## src/rtl/intc8_pkg.sv

```systemverilog
package intc8_pkg;
    localparam int NL = 8;
    localparam int LW = $clog2(NL);
    localparam int DW = 8;
    localparam int BW = DW - LW;

    typedef struct packed {
        logic          found;
        logic [LW-1:0] lvl;
    } pick_t;

    typedef enum logic [1:0] {
        A_CMD  = 2'd0,
        A_MASK = 2'd1,
        A_TRIG = 2'd2,
        A_CFG  = 2'd3
    } addr_e;

    function automatic pick_t pick_lowest(input logic [NL-1:0] v);
        pick_t p;
        p = '0;
        for (int i = NL - 1; i >= 0; i--) begin
            if (v[i]) begin
                p.found = 1'b1;
                p.lvl   = LW'(i);
            end
        end
        return p;
    endfunction

    function automatic logic [NL-1:0] lvl_bit(input logic [LW-1:0] l);
        return NL'(1) << l;
    endfunction
endpackage

```

## src/rtl/intc8_req.sv

```systemverilog
module intc8_req
    import intc8_pkg::*;
(
    input  logic          clk,
    input  logic          rst,
    input  logic [NL-1:0] irq_in,
    input  logic [NL-1:0] trig,
    input  logic          freeze,
    input  logic [NL-1:0] clr,
    output logic [NL-1:0] irr
);
    logic [NL-1:0] prev_q;

    always_ff @(posedge clk) begin
        if (rst) begin
            prev_q <= '0;
            irr    <= '0;
        end else if (freeze) begin
            irr <= irr & ~clr;
        end else begin
            prev_q <= irq_in;
            for (int i = 0; i < NL; i++) begin
                if (trig[i])
                    irr[i] <= irq_in[i];
                else
                    irr[i] <= ((irq_in[i] & ~prev_q[i]) | (irr[i] & irq_in[i])) & ~clr[i];
            end
        end
    end


    freeze_hold_chk: assert property (@(posedge clk) disable iff (rst)
        (freeze && clr == '0) |=> $stable(irr));

    for (genvar g = 0; g < NL; g++) begin : g_line

        edge_no_rearm_chk: assert property (@(posedge clk) disable iff (rst)
            (!freeze && !trig[g] && prev_q[g] && irq_in[g] && !irr[g]) |=> !irr[g]);
    end
endmodule

```

## src/rtl/intc8_resolve.sv

```systemverilog
module intc8_resolve
    import intc8_pkg::*;
(
    input  logic [NL-1:0] irr,
    input  logic [NL-1:0] mask,
    input  logic [NL-1:0] isr,
    output pick_t         pend,
    output pick_t         itop
);
    logic [NL-1:0] above;

    always_comb begin
        logic seen;
        seen = 1'b0;
        for (int i = 0; i < NL; i++) begin
            seen     = seen | isr[i];
            above[i] = ~seen;
        end
        pend = pick_lowest(irr & ~mask & above);
        itop = pick_lowest(isr);
    end
endmodule

```

## src/rtl/intc8_ack.sv

```systemverilog
module intc8_ack
    import intc8_pkg::*;
(
    input  logic          clk,
    input  logic          rst,
    input  logic          ack,
    input  pick_t         pend,
    input  logic [BW-1:0] base,
    input  logic          aeoi,
    output logic          take,
    output logic          auto_clr,
    output logic [LW-1:0] auto_lvl,
    output logic          second,
    output logic [DW-1:0] vec_out,
    output logic          vec_valid
);
    logic          phase_q, spur_q;
    logic [LW-1:0] lvl_q;

    assign second   = phase_q;
    assign take     = ack && !phase_q && pend.found;
    assign auto_clr = ack && phase_q && aeoi && !spur_q;
    assign auto_lvl = lvl_q;

    always_ff @(posedge clk) begin
        if (rst) begin
            phase_q   <= 1'b0;
            spur_q    <= 1'b0;
            lvl_q     <= '0;
            vec_out   <= '0;
            vec_valid <= 1'b0;
        end else begin
            vec_valid <= 1'b0;
            if (ack && !phase_q) begin
                phase_q <= 1'b1;
                spur_q  <= !pend.found;
                lvl_q   <= pend.found ? pend.lvl : '1;
            end else if (ack && phase_q) begin
                phase_q   <= 1'b0;
                vec_out   <= {base, lvl_q};
                vec_valid <= 1'b1;
            end
        end
    end


    vec_pulse_chk: assert property (@(posedge clk) disable iff (rst)
        (ack && phase_q) |=> (vec_valid && vec_out[DW-1:LW] == $past(base)));

    spur_vec_chk: assert property (@(posedge clk) disable iff (rst)
        (ack && phase_q && spur_q) |=> (vec_out[LW-1:0] == '1));
endmodule

```

## src/rtl/intc8_top.sv

```systemverilog
module intc8_top
    import intc8_pkg::*;
(
    input  logic          clk,
    input  logic          rst,
    input  logic [NL-1:0] irq_in,
    input  logic [1:0]    reg_addr,
    input  logic          reg_wr,
    input  logic          reg_rd,
    input  logic [DW-1:0] wr_data,
    output logic [DW-1:0] rd_data,
    input  logic          ack,
    output logic          int_out,
    output logic [DW-1:0] vec_out,
    output logic          vec_valid
);
    logic [NL-1:0] mask_q, trig_q, isr_q, irr, clr_req;
    logic [BW-1:0] base_q;
    logic          aeoi_q, rdsel_q, poll_q;
    pick_t         pend, itop;
    logic          ack_take, auto_clr, second;
    logic [LW-1:0] auto_lvl;

    logic cmd_wr, is_cfg, is_op, eoi_cmd, poll_rd, take_any;
    assign cmd_wr   = reg_wr && (addr_e'(reg_addr) == A_CMD);
    assign is_cfg   = cmd_wr && (wr_data[7:6] == 2'b11);
    assign is_op    = cmd_wr && (wr_data[7:3] == 5'b00001);
    assign eoi_cmd  = is_op && wr_data[1];
    assign poll_rd  = reg_rd && poll_q;
    assign take_any = ack_take || (poll_rd && pend.found);
    assign clr_req  = take_any ? lvl_bit(pend.lvl) : '0;
    assign int_out  = pend.found && !poll_q;

    intc8_req u_req (
        .clk(clk), .rst(rst), .irq_in(irq_in), .trig(trig_q),
        .freeze(poll_q), .clr(clr_req), .irr(irr)
    );

    intc8_resolve u_res (
        .irr(irr), .mask(mask_q), .isr(isr_q), .pend(pend), .itop(itop)
    );

    intc8_ack u_ack (
        .clk(clk), .rst(rst), .ack(ack), .pend(pend), .base(base_q),
        .aeoi(aeoi_q), .take(ack_take), .auto_clr(auto_clr),
        .auto_lvl(auto_lvl), .second(second), .vec_out(vec_out),
        .vec_valid(vec_valid)
    );

    always_ff @(posedge clk) begin
        if (rst) begin
            mask_q  <= '0;
            trig_q  <= '0;
            base_q  <= '0;
            aeoi_q  <= 1'b0;
            rdsel_q <= 1'b0;
            poll_q  <= 1'b0;
        end else begin
            if (reg_wr && addr_e'(reg_addr) == A_MASK) mask_q <= wr_data;
            if (reg_wr && addr_e'(reg_addr) == A_TRIG) trig_q <= wr_data;
            if (is_cfg) begin
                base_q <= wr_data[BW-1:0];
                aeoi_q <= wr_data[5];
            end
            if (is_op) rdsel_q <= wr_data[2];
            if (poll_rd)    poll_q <= 1'b0;
            else if (is_op) poll_q <= wr_data[0];
        end
    end

    always_ff @(posedge clk) begin
        if (rst) begin
            isr_q <= '0;
        end else begin
            logic [NL-1:0] n;
            n = isr_q;
            if (eoi_cmd && itop.found) n = n & ~lvl_bit(itop.lvl);
            if (auto_clr)              n = n & ~lvl_bit(auto_lvl);
            if (take_any)              n = n | lvl_bit(pend.lvl);
            isr_q <= n;
        end
    end

    always_comb begin
        if (poll_q) begin
            rd_data = {pend.found, {(DW-1-LW){1'b0}}, pend.lvl};
        end else begin
            case (addr_e'(reg_addr))
                A_CMD:   rd_data = rdsel_q ? isr_q : irr;
                A_MASK:  rd_data = mask_q;
                A_TRIG:  rd_data = trig_q;
                default: rd_data = {2'b00, aeoi_q, base_q};
            endcase
        end
    end


    take_sets_isr_chk: assert property (@(posedge clk) disable iff (rst)
        (ack_take && !eoi_cmd) |=> isr_q[$past(pend.lvl)]);

    spur_no_isr_chk: assert property (@(posedge clk) disable iff (rst)
        (ack && !second && !pend.found && !cmd_wr && !reg_rd) |=> $stable(isr_q));

    eoi_one_bit_chk: assert property (@(posedge clk) disable iff (rst)
        (eoi_cmd && !ack && !reg_rd && isr_q != '0) |=>
            ($countones(isr_q) == $countones($past(isr_q)) - 1));

    poll_quiet_chk: assert property (@(posedge clk) disable iff (rst)
        $past(is_op && wr_data[0] && !reg_rd) |-> !int_out);
endmodule

```

## config.mk

```make
export PLATFORM = sky130hd
export DESIGN_NAME = intc8_top
export DESIGN_NICKNAME = d
export VERILOG_FILES = /design/src/rtl/intc8_pkg.sv /design/src/rtl/intc8_req.sv /design/src/rtl/intc8_resolve.sv /design/src/rtl/intc8_ack.sv /design/src/rtl/intc8_top.sv
export SDC_FILE = /design/constraint.sdc
export NUM_CORES = 1
export LEC_CHECK = 0
export BUFFER_PORTS_ARGS = -buffer_cell sky130_fd_sc_hd__buf_2
export CAP_MARGIN = 20
export CELL_PAD_IN_SITES_DETAIL_PLACEMENT = 1
export CELL_PAD_IN_SITES_GLOBAL_PLACEMENT = 1
export CORE_MARGIN = 4
export CORE_UTILIZATION = 30
export CTS_CLUSTER_SIZE = 30
export DETAILED_ROUTE_END_ITERATION = 16
export PLACE_DENSITY = 0.63
export SLEW_MARGIN = 20
export SYNTH_ARGS = -nofsm -noshare
export SYNTH_HDL_FRONTEND = slang
export SYNTH_HIERARCHICAL = 1
export SYNTH_SLANG_ARGS = --single-unit
```

## constraint.sdc

```tcl
create_clock -name clk -period 2.65 [get_ports clk]
set_input_delay 0.3975 -clock clk [delete_from_list [all_inputs] [get_ports clk]]
set_output_delay 0.3975 -clock clk [all_outputs]
set_load 0.01 [all_outputs]
```

======== Word-level counts from Yosys, hierarchy flattened ========
Cells that the tools add are included.
operators by class
  equal/unequal tests ..................... 4
  shift-type cells ........................ 3
  reduce and logical (&&, ||, !) cells .... 25
  magnitude comparators ................... 0
  multipliers ............................. 0
  div/mod/pow operators ................... 0
  bitwise operators ....................... 74
  $add $sub $neg .......................... 0
  mux-type cells .......................... 38
operators with widths
  operator                                             count
  2-to-1 mux 8 bit                                     9
  2-to-1 mux 4 bit                                     16
  bitwise AND 8 bit                                    5
  inverter 8 bit                                       4
  inverter 1 bit                                       25
  bitwise AND 1 bit                                    24
  case mux 8 bit (3 select lines)                      1
  << shifter 1 x 3 -> 8 bit, first input constant      3
  logical AND 1 bit                                    15
  OR 1 bit                                             15
  2-to-1 mux 1 bit                                     11
  OR 8 bit                                             1
  equality test 5 x 1 -> 1 bit, second input constant  1
  equality test 2 bit, second input constant           2
  logical NOT 1 bit                                    4
  OR reduction 2 bit                                   2
  2-to-1 mux 3 bit                                     1
  equality test 2 x 1 -> 1 bit, second input constant  1
  logical NOT 2 bit                                    1
  AND reduction 2 bit                                  1
  nonzero test 2 bit                                   1
  logical OR 1 bit                                     1
word-level totals
  output and inout bits ................... 18
  register bits ........................... 62
  bits of input ports ..................... 23
  memories ................................ 0
  RAM bits ................................ 0
  memory bits (read-only) ................. 0
  bits in latches ......................... 0
  logic and storage cells ................. 158

======== Longest topological paths before layout ========
Gate-level depths: netlist of run 1.
  word-level depth ........................ 24
  gate-level depth with buffers ........... 10
  depth with buffers taken out ............ 10

======== Cells and area by module ========
The synthesis of run 1 kept the hierarchy.
by module, submodules not included
  module         seq. area each (um2)  area an instance (um2)  instances  cells an instance
  intc8_top      640.6                 1,795.5                 1          198
  intc8_req      320.3                 726.9                   1          76
  intc8_ack      280.3                 601.8                   1          61
  intc8_resolve  0.0                   250.2                   1          41

======== Worst setup path after synthesis of run 1 ========
No wires, ideal clock.
  path kind ............................... flip-flop to flip-flop
  start ................................... register isr_q[0]
  end ..................................... register u_req.irr[2]
  buffers on the path ..................... 0
  setup slack ............................. 0.346 ns
  stages on the path, launching flop included .. 9
  clock period less this slack ............ 2.304 ns
  required time ........................... 2.562 ns
  arrival time ............................ 2.216 ns
  library setup time ...................... 0.088 ns
  path through ............................ dfxtp_1 > or4_4 > a211oi_2 > o21ai_1 > nor3b_2 > nand3b_1 > nor2_1 > or3_1 > a311oi_2
RTL lines
  item                             RTL line         RTL
  from (decl)                      intc8_top.sv:17  logic [NL-1:0] mask_q, trig_q, isr_q, irr, clr_req;
  from (signal assigned)           intc8_top.sv:80  isr_q <= n;
  to (signal assigned)             intc8_req.sv:19  irr <= irr & ~clr;
  to (signal, indexed assignment)  intc8_req.sv:24  irr[i] <= irq_in[i];
  to (signal, indexed assignment)  intc8_req.sv:26  irr[i] <= ((irq_in[i] & ~prev_q[i]) | (irr[i] & irq_in[i])) & ~clr[i];
  to (decl)                        intc8_req.sv:10  output logic [NL-1:0] irr

==> flow_metrics.env, run 1 <==
export IMPL_report_final_setup_viol=0
export IMPL_fin_worst_skew_ns=0.00513
export IMPL_grt_first_pass_wirelength_mm=17.7
export IMPL_tritoncts_num_buffers=9
export IMPL_fin_cells=566
export IMPL_syn_cell_area_um2=3370
export IMPL_worst_pin_slew_ns=0.771
export IMPL_vias=3089
export IMPL_yosysSeqAreaShare=0.368
export IMPL_antennaDiodeCount=0
export IMPL_initial_core_utilization=0.309
export IMPL_buffer_ports_inserted=40
export IMPL_timing_critical_path_from="isr_q[0]"
export IMPL_synth_ff_latch_count=62
export IMPL_worstSetupStartpointType="flop"
export IMPL_yosys_area_top_type_share=0.368
export IMPL_synthFlopType="sky130_fd_sc_hd__dfxtp_1"
export IMPL_leakage_component_of_the_power_nw=1.61
export IMPL_critical_path_slowest_cell="sky130_fd_sc_hd__or4_4"
export IMPL_areaGrowthSynthToFinish_pct=19.9
export IMPL_initialDrtViolationCount=137
export IMPL_worst_path_buf_inv=2
export IMPL_dpl_cell_count=548
export IMPL_cap_viol_max_count=0
export IMPL_drt_vias_per_instance=5.46
export IMPL_critPathTopFamily="simple AND/OR/NAND/NOR gates"
export IMPL_ff2ff_path_depth=10
export IMPL_tritoncts="yes"
export IMPL_initial_antenna_violation_count=0
export IMPL_layout_min_cycle_time_ns=2.64
export IMPL_cts_root_buf="sky130_fd_sc_hd__clkbuf_16"
export IMPL_globalRoute_totalOverflow=0
export IMPL_timing_critical_path_arrival_ns=2.24
export IMPL_synth_largest_area_cell="sky130_fd_sc_hd__dfxtp_1"
export IMPL_ordered_cell_list_for_the_critical_path="or4_4 -> a211oi_2 -> o21ai_2 -> nor3b_2 -> buf_4 -> mux2_2 -> buf_2"
export IMPL_maxClockFrequency_mhz=379
export IMPL_first_global_vias=3212
export IMPL_synth_nets=399
export IMPL_clock_tree_htree_level_count=3
export IMPL_cp_slowest_stage_delay_ns=0.57
export IMPL_rsz0062_at_grt="true"
export IMPL_crit_cells=7
export IMPL_crit_reg2reg_launch="isr_q[0]"
export IMPL_die_h_um=114
export IMPL_timing_max_slew_rel_slack=0.479
export IMPL_critical_path_class="flop to output pin"
export IMPL_ys_async_sr_fraction=0
export IMPL_final_layout_size_suffix_gt1_frac=0.249
export IMPL_fp_dieArea_um2=13000
export IMPL_tritoncts_num_sinks=62
export IMPL_num_io_pins=41
export IMPL_outcome="finished, final reports clean"
export IMPL_hold_violations=0
export IMPL_power_total_w=0.00275
export IMPL_end_kind="output pin"
export IMPL_worst_path_max_fanout=8
export IMPL_leading_post_synthesis_cells_by_cell_area="sky130_fd_sc_hd__dfxtp_1, sky130_fd_sc_hd__mux2i_1, sky130_fd_sc_hd__nor2_1, sky130_fd_sc_hd__nand2b_1, sky130_fd_sc_hd__a21oi_1"
export IMPL_r2r_setup_slack_ns=0.08
export IMPL_holdCritPathClass="input pin to flop"
export IMPL_coreArea_um2=10900
export IMPL_global_route_usage_total=0.178
export IMPL_netlist_cell_type_count=56
export IMPL_final_period_utilization=0.997
export IMPL_number_of_enable_type_register_cells_in_the_synthesized_netlist=0
export IMPL_floorplan_rows=38
export IMPL_cts_root_to_sink_buffers=2
export IMPL_worst_setup_hold_path_clk_slew_ns=0.05
export IMPL_die_width_um=114
export IMPL_drc_errors=0
export IMPL_ir_worst_vdd_mv=0.297
export IMPL_dp_hpwl_mm=8.27
export IMPL_drt_total_wl_mm=11.1
export IMPL_wl_per_cell_um=19.6
export IMPL_grt_max_degree=39
export IMPL_syn_inst=376
export IMPL_cellPowerDensity_nw_per_um2=680
export IMPL_routabilityCongestion=0.855
export IMPL_worstReg2RegEnd="u_req/irr[2]"
export IMPL_yosysWarnings=6
export IMPL_drt_pass1_iter_count=5
export IMPL_postRouteAntennaNets=0
export IMPL_clock_latency_ns=0.33
export IMPL_synth_area_per_cell_um2=8.97
export IMPL_cp_data_required_time_ns=2.25
export IMPL_timing_critical_path_to="rd_data[2]"
export IMPL_final_nets=445
export IMPL_drv_slew=0
[worst register-to-register path, stage by stage, from the launching register on]
cell and delay, ns:
sky130_fd_sc_hd__dfxtp_2 0.35, sky130_fd_sc_hd__or4_4 0.58, sky130_fd_sc_hd__a211oi_2 0.21, sky130_fd_sc_hd__o21ai_2 0.11
sky130_fd_sc_hd__nor3b_2 0.23, sky130_fd_sc_hd__buf_4 0.14, sky130_fd_sc_hd__buf_4 0.11, sky130_fd_sc_hd__nand3b_1 0.17
sky130_fd_sc_hd__nor2_1 0.07, sky130_fd_sc_hd__or3_1 0.32, sky130_fd_sc_hd__a311oi_2 0.20
[layout by cell type (no fill, tap or decap), types with 4 or more instances in the layout]
master                      count
sky130_fd_sc_hd__buf_4         17
sky130_fd_sc_hd__nand3_1       18
sky130_fd_sc_hd__mux2_2         4
sky130_fd_sc_hd__o211ai_1       4
sky130_fd_sc_hd__buf_2         40
sky130_fd_sc_hd__nand3b_1       4
sky130_fd_sc_hd__a21oi_1       22
sky130_fd_sc_hd__o21ai_0       11
sky130_fd_sc_hd__o21bai_1       4
sky130_fd_sc_hd__nor4_1         7
sky130_fd_sc_hd__nand2b_1      27
sky130_fd_sc_hd__o22ai_1        7
sky130_fd_sc_hd__dfxtp_1       59
sky130_fd_sc_hd__a221oi_1       4
sky130_fd_sc_hd__a21bo_2        8
sky130_fd_sc_hd__a311oi_1       5
sky130_fd_sc_hd__clkbuf_16      9
sky130_fd_sc_hd__inv_1         10
sky130_fd_sc_hd__nand4_1        4
sky130_fd_sc_hd__mux2i_1       32
sky130_fd_sc_hd__nand2_1       11
sky130_fd_sc_hd__or3_1          8
sky130_fd_sc_hd__nor2_1        47
[area by class of cell]
type | count | area, um^2
clock buffer | 14 | 264
clock inverter | 1 | 5.00
fill | 1285 | 6890
inverter | 11 | 41.3
multi-input combinational | 281 | 1990
sequential | 62 | 1240
tap | 140 | 175
timing repair buffer | 57 | 328
[synthesized netlist by cell type, types with 2 or more instances]
cell and number:
sky130_fd_sc_hd__nand3_1 18, sky130_fd_sc_hd__and2_1 2, sky130_fd_sc_hd__buf_6 4, sky130_fd_sc_hd__a21bo_2 8, sky130_fd_sc_hd__a311oi_1 6, sky130_fd_sc_hd__nor4b_1 2
sky130_fd_sc_hd__o211ai_1 4, sky130_fd_sc_hd__buf_2 9, sky130_fd_sc_hd__o22ai_1 7, sky130_fd_sc_hd__dfxtp_1 62, sky130_fd_sc_hd__mux4_2 3, sky130_fd_sc_hd__buf_1 2
sky130_fd_sc_hd__or3_1 8, sky130_fd_sc_hd__nand4_1 4, sky130_fd_sc_hd__a211oi_1 2, sky130_fd_sc_hd__nor2b_1 4, sky130_fd_sc_hd__nand4b_1 2, sky130_fd_sc_hd__a221oi_1 4
sky130_fd_sc_hd__nor4_1 7, sky130_fd_sc_hd__o311ai_0 3, sky130_fd_sc_hd__nor3b_1 3, sky130_fd_sc_hd__o21ai_0 11, sky130_fd_sc_hd__nand3b_1 4, sky130_fd_sc_hd__a311oi_2 2
sky130_fd_sc_hd__clkbuf_1 6, sky130_fd_sc_hd__nor2_1 47, sky130_fd_sc_hd__or3b_2 2, sky130_fd_sc_hd__a211oi_2 3, sky130_fd_sc_hd__o21bai_1 4, sky130_fd_sc_hd__nor4bb_1 2
sky130_fd_sc_hd__nand2b_1 27, sky130_fd_sc_hd__mux2i_1 32, sky130_fd_sc_hd__or4b_1 3, sky130_fd_sc_hd__a31oi_1 2, sky130_fd_sc_hd__nand2_1 11, sky130_fd_sc_hd__a21oi_1 22
sky130_fd_sc_hd__inv_1 10, sky130_fd_sc_hd__mux2_4 3, sky130_fd_sc_hd__mux2_2 4
[repair_timing]
| item | in CTS | in global routing |
|---|---|---|
| setup buffers | 3 | 0 |
| hold buffers | 0 | 0 |
| resized for setup | 2 | 5 |
| endpoints found under the setup margin | 3 | 8 |
| pin swaps | 2 | 0 |
[power by group]
part,internal (W),switching (W),leakage [nW]
registers,0.000985,0.0000609,0.508
clock network,0.000677,0.000401,0.133
logic,0.000269,0.000358,0.967
[per-layer routing]
layer / wire length (um) / GRT usage
met2: 5240 / 0.278
met3: 494 / 0.0423
met1: 5130 / 0.240
met5: 0 / 0
met4: 243 / 0.0633
[worst min path at each step]
stage | startpoint | endpoint | slack, ns | depth (start not counted)
CTS | irq_in[7] | u_req/prev_q[7] | 0.31 | 3
detailed placement | u_ack/spur_q | u_ack/spur_q | 0.46 | 2
global placement | u_ack/spur_q | u_ack/spur_q | 0.46 | 2
finish | irq_in[7] | u_req/prev_q[7] | 0.32 | 3
global route | reg_rd | poll_q | 0.33 | 2
floorplan | u_ack/spur_q | u_ack/spur_q | 0.43 | 2
[kinds of logic after synthesis]
kind of cell / after synthesis / synth area share
and+or+nand+nor: 154 / 0.258
AOI/OAI and AO/OA: 85 / 0.183
DFF: 62 / 0.368
muxes: 42 / 0.142
buffers and inverters: 33 / 0.0501
[sequential cells by signal, indices dropped and copies added, names as in the netlist]
register	count
u_req/irr	8
rdsel_q	1
isr_q	8
poll_q	1
u_ack/vec_out	8
base_q	5
trig_q	8
mask_q	8
u_ack/second	1
u_ack/spur_q	1
u_ack/auto_lvl	3
u_ack/vec_valid	1
u_req/prev_q	8
aeoi_q	1
[stage by stage]
step | area (um^2) | setup WS [ns] | setup TNS (ns) | utilization | hold slack, ns
global placement | 3730 | 0.169 | 0 | 0.341 | 0.464
detailed placement | 3730 | 0.0872 | 0 | 0.341 | 0.463
CTS | 4020 | 0.0142 | 0 | 0.368 | 0.314
floorplan | 3370 | 0.346 | 0 | - | 0.435
global route | 4050 | -0.0433 | -0.116 | 0.370 | 0.332
finish | 4050 | 0.00927 | 0 | 0.370 | 0.320
Note: power is estimated with default switching activity, not from simulation.
==> run 2, diff against run 1 <==
CTS_BUF_LIST = sky130_fd_sc_hd__clkbuf_4 sky130_fd_sc_hd__clkbuf_8 sky130_fd_sc_hd__clkbuf_16   (was not set)
==> run 2 against run 1 <==
- register-to-register slack improved by 0.02 ns
- clock power about the same
- highest routed layer unchanged
- critical path depth unchanged
- final area increased by 0.65%
- die area unchanged
- clock-buffer cell count unchanged
==> flow_metrics.env, run 2 (synthesized netlist as in run 1, its figures left out) <==
export IMPL_timing_critical_path_from="isr_q[0]"
export IMPL_outcome="finished, final reports clean"
export IMPL_initialDrtViolationCount=148
export IMPL_worstSetupStartpointType="flop"
export IMPL_cap_viol_max_count=0
export IMPL_crit_cells=7
export IMPL_worst_path_buf_inv=2
export IMPL_dp_hpwl_mm=8.27
export IMPL_areaGrowthSynthToFinish_pct=20.7
export IMPL_clock_latency_ns=0.33
export IMPL_fp_dieArea_um2=13000
export IMPL_tritoncts="yes"
export IMPL_final_layout_size_suffix_gt1_frac=0.259
export IMPL_multi_input_area_um2=1990
export IMPL_coreArea_um2=10900
export IMPL_timing_critical_path_arrival_ns=2.24
export IMPL_worst_setup_hold_path_clk_slew_ns=0.05
export IMPL_globalRouteMet1Util=0.237
export IMPL_hold_buffers=0
export IMPL_hold_violations=0
export IMPL_antennaDiodeCount=0
export IMPL_wl_per_cell_um=19.6
export IMPL_routabilityCongestion=0.855
export IMPL_worst_pin_slew_ns=0.765
export IMPL_tritoncts_num_buffers=9
export IMPL_grt_met3_usage=0.0423
export IMPL_cts_root_to_sink_buffers=2
export IMPL_hold_worst_slack_ns=0.316
export IMPL_cp_data_required_time_ns=2.25
export IMPL_worst_path_max_fanout=8
export IMPL_place_worst_setup_slack_ns=0.0872
export IMPL_vias=3105
export IMPL_setup_ws_ns=0.00977
export IMPL_floorplan_rows=38
export IMPL_fin_worst_skew_ns=0.00349
export IMPL_globalRoute_totalOverflow=0
export IMPL_crit_reg2reg_launch="isr_q[0]"
export IMPL_layout_commonest_cell="sky130_fd_sc_hd__dfxtp_1"
export IMPL_global_route_usage_total=0.178
export IMPL_ff2ff_path_depth=10
export IMPL_die_width_um=114
export IMPL_area_used_by_sequential_logic_in_the_layout_um2=1240
export IMPL_num_io_pins=41
export IMPL_critical_path_class="flop to output pin"
export IMPL_cts_root_buf="sky130_fd_sc_hd__clkbuf_16"
export IMPL_tritoncts_num_sinks=62
export IMPL_buffer_ports_inserted=40
export IMPL_totalNegativeSetupSlack_ns=0
export IMPL_drt_total_wl_mm=11.1
export IMPL_end_kind="output pin"
export IMPL_most_common_layout_cells="sky130_fd_sc_hd__dfxtp_1, sky130_fd_sc_hd__nor2_1, sky130_fd_sc_hd__buf_2, sky130_fd_sc_hd__mux2i_1, sky130_fd_sc_hd__nand2b_1"
export IMPL_drc_errors=0
export IMPL_critPathTopFamily="simple AND/OR/NAND/NOR gates"
export IMPL_worst_hold_startpoint="reg_rd"
export IMPL_report_final_setup_viol=0
export IMPL_dpl_cell_count=548
export IMPL_fill_cells=1287
export IMPL_power_total_w=0.00279
export IMPL_drt_vias_per_instance=5.47
export IMPL_final_nets=447
export IMPL_grt_first_pass_wirelength_mm=17.8
export IMPL_rsz0062_at_grt="true"
export IMPL_postRouteAntennaNets=0
export IMPL_initial_antenna_violation_count=0
export IMPL_initial_core_utilization=0.309
export IMPL_critical_path_slowest_cell="sky130_fd_sc_hd__or4_4"
export IMPL_timing_max_slew_rel_slack=0.483
export IMPL_clock_tree_htree_level_count=3
export IMPL_holdCritPathClass="input pin to flop"
export IMPL_ordered_cell_list_for_the_critical_path="or4_4 -> a211oi_2 -> o21ai_2 -> nor3b_2 -> buf_4 -> mux2_2 -> buf_2"
export IMPL_drv_slew=0
export IMPL_fin_cells=568
export IMPL_ir_worst_vdd_mv=0.307
export IMPL_final_period_utilization=0.996
export IMPL_die_h_um=114
export IMPL_drt_pass1_iter_count=4
export IMPL_cp_slowest_stage_delay_ns=0.57
export IMPL_layout_min_cycle_time_ns=2.64
export IMPL_grt_met2_usage=0.280
export IMPL_first_global_vias=3233
export IMPL_leakage_component_of_the_power_nw=1.63
export IMPL_grt_max_degree=39
export IMPL_grt_most_used_layer="met2"
export IMPL_whs_path_depth=2
export IMPL_cellPowerDensity_nw_per_um2=686
export IMPL_maxClockFrequency_mhz=379
run 2: metrics by stage:
step / cell area, um^2 / util
final: 4070 / 0.372
after global routing: 4070 / 0.372
after CTS: 4040 / 0.369
after detailed placement: 3730 / 0.341
after global placement: 3730 / 0.341
after floorplan: 3370 / -
run 2: area by class of cell:
type / count / area share
tap: 140 / 0.0430
timing repair buffer: 59 / 0.0842
inverter: 11 / 0.0101
clock inverter: 1 / 0.00123
multi-input combinational: 281 / 0.488
clock buffer: 14 / 0.0676
sequential: 62 / 0.306
run 2: worst register-to-register path, stage by stage (launching register included):
cell and delay [ns]:
sky130_fd_sc_hd__dfxtp_2 0.35, sky130_fd_sc_hd__or4_4 0.57, sky130_fd_sc_hd__a211oi_2 0.20, sky130_fd_sc_hd__o21ai_2 0.11, sky130_fd_sc_hd__nor3b_2 0.23, sky130_fd_sc_hd__buf_4 0.14
sky130_fd_sc_hd__buf_4 0.10, sky130_fd_sc_hd__nand3b_1 0.17, sky130_fd_sc_hd__nor2_1 0.07, sky130_fd_sc_hd__or3_1 0.32, sky130_fd_sc_hd__a311oi_2 0.20
run 2: timing repair:
action	4_1_cts	5_1_grt
pin swaps	2	0
endpoints found under the setup margin	3	9
buffers inserted	3	2
resized for setup	2	5
run 2: worst paths after layout:
path	endpoint	slack, ns
max	rd_data[2]	0.01
min	poll_q	0.32
max reg2reg	u_req/irr[2]	0.10
min reg2reg	u_ack/spur_q	0.47
run 2: per-layer routing:
layer / up-vias / wire length (um)
met5: - / 0
met4: 0 / 261
met3: 18 / 486
met2: 71 / 5220
met1: 1530 / 5160
li1: 1486 / -
run 2: report_power, final:
| group | internal, W | switching [W] | total (W) | leakage, nW |
|---|---|---|---|---|
| Clock | 0.000708 | 0.000403 | 0.00111 | 0.143 |
| Combinational | 0.000274 | 0.000360 | 0.000634 | 0.976 |
| Sequential | 0.000985 | 0.0000609 | 0.00105 | 0.508 |
| Total | 0.00197 | 0.000824 | 0.00279 | 1.63 |
==> run 3, diff against run 2 <==
PLACE_DENSITY = 0.65   (was 0.63)
clock period = 2.3 ns   (was 2.65 ns; I/O delays follow)
==> run 3 against run 2 <==
- the run now ends with negative setup slack left
- sequential share of layout area decreased by 2.9 points
- register-to-register slack worse by 0.24 ns
- setup slack worse by 0.18 ns
- final cell count increased by 5.8%
- worst hold slack worse by 0.061 ns
- critical endpoint unchanged
- largest power group unchanged
==> flow_metrics.env, run 3 (synthesized netlist as in run 1, its figures left out) <==
export IMPL_report_final_setup_viol=19
export IMPL_worstSetupStartpointType="flop"
export IMPL_leakage_component_of_the_power_nw=1.83
export IMPL_worst_pin_slew_ns=0.677
export IMPL_failed_checks="negative setup slack"
export IMPL_grt_first_pass_wirelength_mm=19.1
export IMPL_power_total_w=0.00358
export IMPL_globalRoute_totalOverflow=0
export IMPL_final_period_utilization=1.08
export IMPL_cts_root_buf="sky130_fd_sc_hd__clkbuf_16"
export IMPL_end_kind="output pin"
export IMPL_dp_hpwl_mm=8.88
export IMPL_timing_max_slew_rel_slack=0.548
export IMPL_critical_path_slowest_cell="sky130_fd_sc_hd__or4_4"
export IMPL_die_width_um=114
export IMPL_layout_min_cycle_time_ns=2.47
export IMPL_ordered_cell_list_for_the_critical_path="or4_4 -> a211oi_2 -> o21ai_2 -> nor3b_2 -> buf_4 -> mux2_4 -> buf_6"
export IMPL_vias=3282
export IMPL_hold_worst_slack_ns=0.255
export IMPL_area_used_by_sequential_logic_in_the_layout_um2=1250
export IMPL_die_h_um=114
export IMPL_floorplan_rows=38
export IMPL_first_global_vias=3374
export IMPL_final_nets=480
export IMPL_fp_dieArea_um2=13000
export IMPL_post_dp_cell_area_um2=3940
export IMPL_drt_total_wl_mm=12.3
export IMPL_worst_path_max_fanout=3
export IMPL_coreArea_um2=10900
export IMPL_cellPowerDensity_nw_per_um2=795
export IMPL_maxClockFrequency_mhz=404
export IMPL_clock_latency_ns=0.33
export IMPL_initial_antenna_violation_count=0
export IMPL_setup_ws_ns=-0.174
export IMPL_areaGrowthSynthToFinish_pct=33.6
export IMPL_fill_cells=1274
export IMPL_antennaDiodeCount=0
export IMPL_initialDrtViolationCount=178
export IMPL_multi_input_area_um2=2110
export IMPL_clock_tree_htree_level_count=3
export IMPL_final_util=0.412
export IMPL_final_layout_size_suffix_gt1_frac=0.364
export IMPL_tritoncts="yes"
export IMPL_most_common_layout_cells="sky130_fd_sc_hd__dfxtp_1, sky130_fd_sc_hd__buf_4, sky130_fd_sc_hd__nor2_1, sky130_fd_sc_hd__buf_2, sky130_fd_sc_hd__mux2i_1"
export IMPL_ir_worst_vdd_mv=0.455
export IMPL_holdCritPathClass="input pin to flop"
export IMPL_post_route_cell_area_um2=4510
export IMPL_grt_max_degree=55
export IMPL_tritoncts_num_sinks=62
export IMPL_timing_critical_path_arrival_ns=2.13
export IMPL_critical_path_class="flop to output pin"
export IMPL_cts_root_to_sink_buffers=2
export IMPL_hold_violations=0
export IMPL_fin_worst_skew_ns=0.00480
export IMPL_buffer_ports_inserted=40
export IMPL_drt_pass1_iter_count=4
export IMPL_num_io_pins=41
export IMPL_cap_viol_max_count=0
export IMPL_hold_buffers=0
export IMPL_drc_errors=0
export IMPL_postRouteAntennaNets=0
export IMPL_cp_data_required_time_ns=1.96
export IMPL_cp_slowest_stage_delay_ns=0.55
export IMPL_initial_core_utilization=0.309
export IMPL_routabilityCongestion=0.914
export IMPL_outcome="finished, violations left"
export IMPL_drt_vias_per_instance=5.46
export IMPL_wl_per_cell_um=20.4
export IMPL_layout_commonest_cell="sky130_fd_sc_hd__dfxtp_1"
export IMPL_drv_slew=0
export IMPL_rsz0062_at_grt="true"
export IMPL_worst_setup_hold_path_clk_slew_ns=0.05
export IMPL_global_route_usage_total=0.192
export IMPL_tritoncts_num_buffers=9
## run 3: cell count changes in the layout (fill, tap and decap cells not counted), sizes merged
cell	change
clkinvlp	+2
bufinv	+1
buf	+33
clkbuf	-2
inv	-1
## run 3: worst max-delay path: cells and delay by family (launching register included)
family / cells / cell delay, ns
muxes: 1 / 0.15
DFF: 1 / 0.32
AOI/OAI and AO/OA: 2 / 0.31
and+or+nand+nor: 2 / 0.76
buffers and inverters: 2 / 0.27
## run 3: per-stage QoR
| stage | instances | TNS (ns) | setup WS, ns |
|---|---|---|---|
| after floorplan | 376 | 0 | 0.0166 |
| after global placement | 576 | -0.139 | -0.0353 |
| after detailed placement | 576 | -0.455 | -0.105 |
| after CTS | 598 | -1.01 | -0.176 |
| after global routing | 601 | -3.76 | -0.291 |
| final | 601 | -1.36 | -0.174 |
## run 3: final cells by class
type                    count  area share
repair buffers             92       0.138
well taps                 140      0.0388
clock buffers              12      0.0591
multi-input cells         281       0.468
flip-flops and latches     62       0.276
inverters                  11     0.00999
clock inverters             3     0.00943
## run 3: timing repair
| action | in CTS | in global routing |
|---|---|---|
| endpoints found under the hold margin | 0 | 0 |
| pin swaps | 9 | 5 |
| buffers inserted | 7 | 3 |
| setup endpoints to repair | 12 | 21 |
| gates resized for setup | 25 | 23 |
## run 3: layer usage
layer | up-vias | GRT usage | part of all wire
met1 | 1615 | 0.256 | 0.43
li1 | 1547 | - | -
met2 | 95 | 0.308 | 0.48
met4 | 0 | 0.0657 | 0.029
met5 | - | 0 | 0
met3 | 25 | 0.0396 | 0.060
## run 3: path summary, 6_finish.rpt
kind,from,endpoint,slack (ns),depth (start not counted)
setup reg to reg,isr_q[3],isr_q[3],-0.14,10
hold reg to reg,base_q[0],u_ack/vec_out[3],0.50,2
setup / recovery,isr_q[3],rd_data[2],-0.17,7
hold / removal,reg_rd,poll_q,0.26,2
## run 3: where the power goes
group	internal [W]	switching [W]
Combinational	0.000460	0.000531
Clock	0.000918	0.000483
Sequential	0.00113	0.0000565
